$ cat src/rtl/cc_pkg.sv
// Shared definitions for the branch condition evaluator.
// It assumes a status word of five flags, with zero in the least significant bit.
package cc_pkg;

    // Flag packing. Struct order puts zero at bit 0 and saturation at bit 4.
    typedef struct packed {
        logic sat;
        logic ov;
        logic cy;
        logic s;
        logic z;
    } cc_flags_t;

    // Selector codes. The encoding is fixed because the upper half inverts the lower half.
    typedef enum logic [3:0] {
        CC_OVF      = 4'd0,
        CC_CARRY    = 4'd1,
        CC_ZERO     = 4'd2,
        CC_ULE      = 4'd3,
        CC_NEG      = 4'd4,
        CC_ALWAYS   = 4'd5,
        CC_SLT      = 4'd6,
        CC_SLE      = 4'd7,
        CC_NOVF     = 4'd8,
        CC_NCARRY   = 4'd9,
        CC_NZERO    = 4'd10,
        CC_UGT      = 4'd11,
        CC_POS      = 4'd12,
        CC_SATUR    = 4'd13,
        CC_SGE      = 4'd14,
        CC_SGT      = 4'd15
    } cc_code_e;

endpackage

$ cat src/rtl/cc_cond_eval.sv
// Condition evaluator.
// Builds all sixteen condition values from the flags and picks the selected one.
// Codes 8..15 invert codes 0..7, except that code 13 tests saturation instead.
// It assumes the selector and flags are stable within a cycle; it is pure logic.
module cc_cond_eval
    import cc_pkg::*;
#(
    parameter int SEL_W = 4
) (
    input  logic [SEL_W-1:0] sel,
    input  cc_flags_t        flags,
    output logic             hold
);

    localparam int NCODE = 1 << SEL_W;
    localparam int HALF  = NCODE / 2;

    logic [HALF-1:0]  base;
    logic [NCODE-1:0] cond_vec;

    // Derive the eight basic conditions of the lower half.
    always_comb begin
        base[0] = flags.ov;
        base[1] = flags.cy;
        base[2] = flags.z;
        base[3] = flags.cy | flags.z;
        base[4] = flags.s;
        base[5] = 1'b1;
        base[6] = flags.s ^ flags.ov;
        base[7] = (flags.s ^ flags.ov) | flags.z;
    end

    // Expand to sixteen: the lower half passes through, the upper half inverts, slot 13 takes saturation.
    for (genvar i = 0; i < NCODE; i++) begin : g_code
        if (i == int'(CC_SATUR)) begin : g_sat
            assign cond_vec[i] = flags.sat;
        end else if (i < HALF) begin : g_pos
            assign cond_vec[i] = base[i];
        end else begin : g_neg
            assign cond_vec[i] = ~base[i-HALF];
        end
    end

    // Select the requested condition.
    assign hold = cond_vec[sel];

    // Check the pairing and the special codes against the selected output.
    always_comb begin
        if (sel >= SEL_W'(HALF) && sel != SEL_W'(CC_SATUR)) begin
            assert_pair_inverse_R4: assert (hold != base[sel[SEL_W-2:0]])
                else $error("upper code does not invert its partner");
        end
        if (sel == SEL_W'(CC_ALWAYS)) begin
            assert_always_true_R2: assert (hold)
                else $error("always code returned false");
        end
        if (sel == SEL_W'(CC_SATUR)) begin
            assert_sat_only_R5: assert (hold == flags.sat)
                else $error("saturation code mismatch");
        end
    end

endmodule

$ cat src/rtl/cc_target.sv
// Next program counter stage.
// Sign-extends the displacement and adds it to pc when taken; otherwise adds the fixed step.
// It assumes the displacement is narrower than the address.
module cc_target #(
    parameter int ADDR_W = 32,
    parameter int DISP_W = 9,
    parameter int STEP   = 2
) (
    input  logic [ADDR_W-1:0] pc,
    input  logic [DISP_W-1:0] disp,
    input  logic              taken,
    output logic [ADDR_W-1:0] target
);

    localparam int          EXT_W   = ADDR_W - DISP_W;
    localparam [ADDR_W-1:0] STEP_AW = ADDR_W'(STEP);

    logic [ADDR_W-1:0] disp_ext;
    logic [ADDR_W-1:0] delta;

    // Replicate the displacement sign bit up to the address width.
    assign disp_ext = {{EXT_W{disp[DISP_W-1]}}, disp};

    // Choose the increment, then do a single add.
    always_comb begin
        delta  = taken ? disp_ext : STEP_AW;
        target = pc + delta;
    end

    // Check the fall-through step and the direction of a taken branch.
    always_comb begin
        if (!taken) begin
            assert_step_R9: assert (target - pc == STEP_AW)
                else $error("fall-through step wrong");
        end else begin
            assert_disp_sign_R8: assert ((target - pc) >> (DISP_W - 1) ==
                                         (disp[DISP_W-1] ? {ADDR_W{1'b1}} >> (DISP_W - 1) : '0))
                else $error("taken offset not sign-extended");
        end
    end

endmodule

$ cat src/rtl/cc_branch_eval.sv
// Top level: the condition evaluator, the set-on-flag word and the next pc.
// One condition bit feeds both the branch decision and the register write value.
// It assumes DATA_W >= 2 and ADDR_W > DISP_W. Purely combinational.
module cc_branch_eval
    import cc_pkg::*;
#(
    parameter int SEL_W  = 4,
    parameter int DATA_W = 32,
    parameter int ADDR_W = 32,
    parameter int DISP_W = 9,
    parameter int STEP   = 2
) (
    input  logic [SEL_W-1:0]  cond_sel,
    input  logic [4:0]        status,
    input  logic [ADDR_W-1:0] pc,
    input  logic [DISP_W-1:0] disp,
    output logic              cond_true,
    output logic [DATA_W-1:0] setf_word,
    output logic [ADDR_W-1:0] next_pc
);

    cc_flags_t flags;

    // Reinterpret the raw status bits as named flags.
    assign flags = cc_flags_t'(status);

    cc_cond_eval #(.SEL_W(SEL_W)) u_eval (
        .sel   (cond_sel),
        .flags (flags),
        .hold  (cond_true)
    );

    // Zero-extend the condition into the destination word.
    assign setf_word = {{(DATA_W-1){1'b0}}, cond_true};

    cc_target #(.ADDR_W(ADDR_W), .DISP_W(DISP_W), .STEP(STEP)) u_tgt (
        .pc     (pc),
        .disp   (disp),
        .taken  (cond_true),
        .target (next_pc)
    );

    // The register value and the branch decision agree, and the upper bits stay clear.
    always_comb begin
        assert_setf_binary_R7: assert (setf_word[DATA_W-1:1] == '0 && setf_word[0] == cond_true)
            else $error("set-on-flag word not 0/1");
    end

endmodule

$ cat config.mk
export PLATFORM = sky130hd
export DESIGN_NAME = cc_branch_eval
export DESIGN_NICKNAME = d
export VERILOG_FILES = /design/src/rtl/cc_pkg.sv /design/src/rtl/cc_cond_eval.sv /design/src/rtl/cc_target.sv /design/src/rtl/cc_branch_eval.sv
export SDC_FILE = /design/constraint.sdc
export NUM_CORES = 1
export LEC_CHECK = 0
export BUFFER_PORTS_ARGS = -buffer_cell sky130_fd_sc_hd__buf_2
export CAP_MARGIN = 20
export CORE_ASPECT_RATIO = 1.25
export CORE_MARGIN = 4
export CORE_UTILIZATION = 47
export DETAILED_ROUTE_END_ITERATION = 12
export PLACE_DENSITY = 0.85
export SYNTH_ARGS = -nofsm -noshare
export SYNTH_HDL_FRONTEND = slang
export SYNTH_SLANG_ARGS = --single-unit
$ cat constraint.sdc
create_clock -name vclk -period 6.1
set_input_delay 0.61 -clock vclk [all_inputs]
set_output_delay 0.61 -clock vclk [all_outputs]
set_load 0.01 [all_outputs]
==> reports/qor.yml <==
sta:
  period_share: 0.884
  finalWorstSetupSlack_ns: 0.706
  slew_headroom: 0.318
  timing.fmax_mhz: 185
  setup_viol: 0
  timing.setup.tns_ns: 0
  rsz0062_at_grt: "false"
  finalCriticalPeriod_ns: 5.39
  slew_violations: 0
  hold_viol: 0
  holdWs_ns: 1.52
  tightest_slew_ns: 1.02
pwr:
  swShare: 0.563
  comb_power_share: 1.000
  irDropWorstVdd_mv: 0.0783
  seqPwrFrac: 0
  p_leak_nw: 1.30
  internal_power_mw: 0.153
  power-per-cell-area_mw_per_mm2: 152
  p_sw_mw: 0.197
  clkPwrFrac: 0
global_route:
  grt_max_degree: 25
  grt_antenna_before_repair: 0
  grt_pass1_vias: 2009
  grt_overflow: 0
  grt.total_usage: 0.182
  grt_pass1_wl_um: 8160
worst_setup_path:
  startpoint_type: "input port"
  crit_buf_inv: 3
  cp.required_ns: 5.49
  cp_top_family: "simple AND/OR/NAND/NOR gates"
  worst_path_largest_cell_delay_ns: 0.81
  cp.arrival_ns: 4.78
  path_class: "in -> out"
  path_max_fanout: 24
  cp_slowest_cell: "and2_1"
  path_cells: "buf_2 > xor2_1 > a22oi_1 > and3_1 > o21ai_0 > o21ai_1 > buf_4 > and2_1 > ha_1 > and3_1 > nand3_1 > o211ai_1 > a41oi_1 > a31o_2 > a21oi_1 > or4b_1 > o211a_1 > buf_2"
  cp-end-kind: "output pin"
drt:
  wl_um: 5080
  drc: 0
  routed-via-count: 2158
  routed_via_density: 5.29
  ant_nets: 0
  first_pass_iters: 4
  post_drt_wl_per_cell_um: 12.5
  drtIter0Drc: 211
place:
  gp_congestion: 0.881
  placed_area_mm2: 0.00231
  dp_hpwl_um: 4350
  port_buffers: 84
  dp_cells: 408
  post-place-ws_ns: 0.734
synth:
  netlist_area_mm2: 0.00198
  syn_inst: 277
  ys_warn_count: 0
  ys_seq_area_frac: 0
  synth.avg_cell_area_um2: 7.14
  ys_types: 51
floorplan:
  pin_count: 115
  die_x_um: 66.0
  rows: 26
  start_util: 0.486
  die-area_mm2: 0.00531
  die_y_um: 80.5
  design.core.area_mm2: 0.00407
layout:
  diodes: 0
  design.seq.count: 0
  n_fill_cell: 423
  fin_area_mm2: 0.00231
  regArea_um2: 0
  drive_gt1_frac: 0.261
  layout_common_cells: "buf_2 (84), ha_1 (31), conb_1 (31)"
  stdcell_count: 408
  layout_commonest_cell: "buf_2"
  syn_to_final_growth_pct: 16.7
  final.clkbuf_count: 0
  final_nets: 436
clock_tree:
  hold_buffers: 0
  cts_setup_buffers: 0
  cts_resized: 0
status:
  outcome: "complete, no violations"
worst_hold_path:
  hold_class: "in -> out"
flow_run:
  drv_cap: 0
final cells by class:
cell class,count,area [um2],share of cell area
Inverter,12,45.0,0.0195
Multi-Input combinational cell,255,1760,0.765
Tap cell,56,70.1,0.0304
Timing Repair Buffer,85,428,0.185
path summary, 6_finish.rpt:
kind  depth (start not counted)  slack, ns     endpoint      start
max                          18       0.71  next_pc[28]  status[1]
min                           3       1.52   next_pc[0]      pc[0]
per-stage QoR:
step                      utilization  total power [mW]
after CTS                       0.567             0.350
after detailed placement        0.567             0.348
after global routing            0.567             0.391
final                           0.567             0.350
after floorplan                     -             0.257
after global placement          0.567             0.343
kinds of logic (layout without fill, tap and decap cells):
logic type      Yosys count  after routing  share of synthesized area
compound gates           88             88                      0.299
simple gates             73             73                      0.190
buf+inv                  52             97                      0.165
fa+ha+maj                32             32                      0.206
xor+xnor                 30             30                      0.133
other cells               1             31                    0.00190
mux                       1              1                    0.00506
power groups by stage:
stage | logic [mW] | registers (mW) | clock network [mW]
floorplan | 0.257 | 0 | 0
global placement | 0.343 | 0 | 0
detailed placement | 0.348 | 0 | 0
CTS | 0.350 | 0 | 0
global route | 0.391 | 0 | 0
finish | 0.350 | 0 | 0
synth_stat cells (6+ instances only):
library cell,count,area share
nand4_1,6,0.019
nand3_1,9,0.023
nand2_1,17,0.032
nor2_1,12,0.023
xor2_1,13,0.058
buf_4,32,0.12
inv_1,12,0.023
a21oi_1,27,0.068
and2_1,9,0.028
ha_1,31,0.20
o21ai_0,12,0.030
xnor2_1,17,0.075
a21o_1,15,0.057
metal layers:
layer  GRT usage  up-vias  wire length, um
met3      0.0224        4              455
met5           0        -                0
met4      0.0224        0               33
li1            -     1102                -
met1       0.209      952             2010
met2       0.357      100             2580
Note: power is estimated with default switching activity, not from simulation.
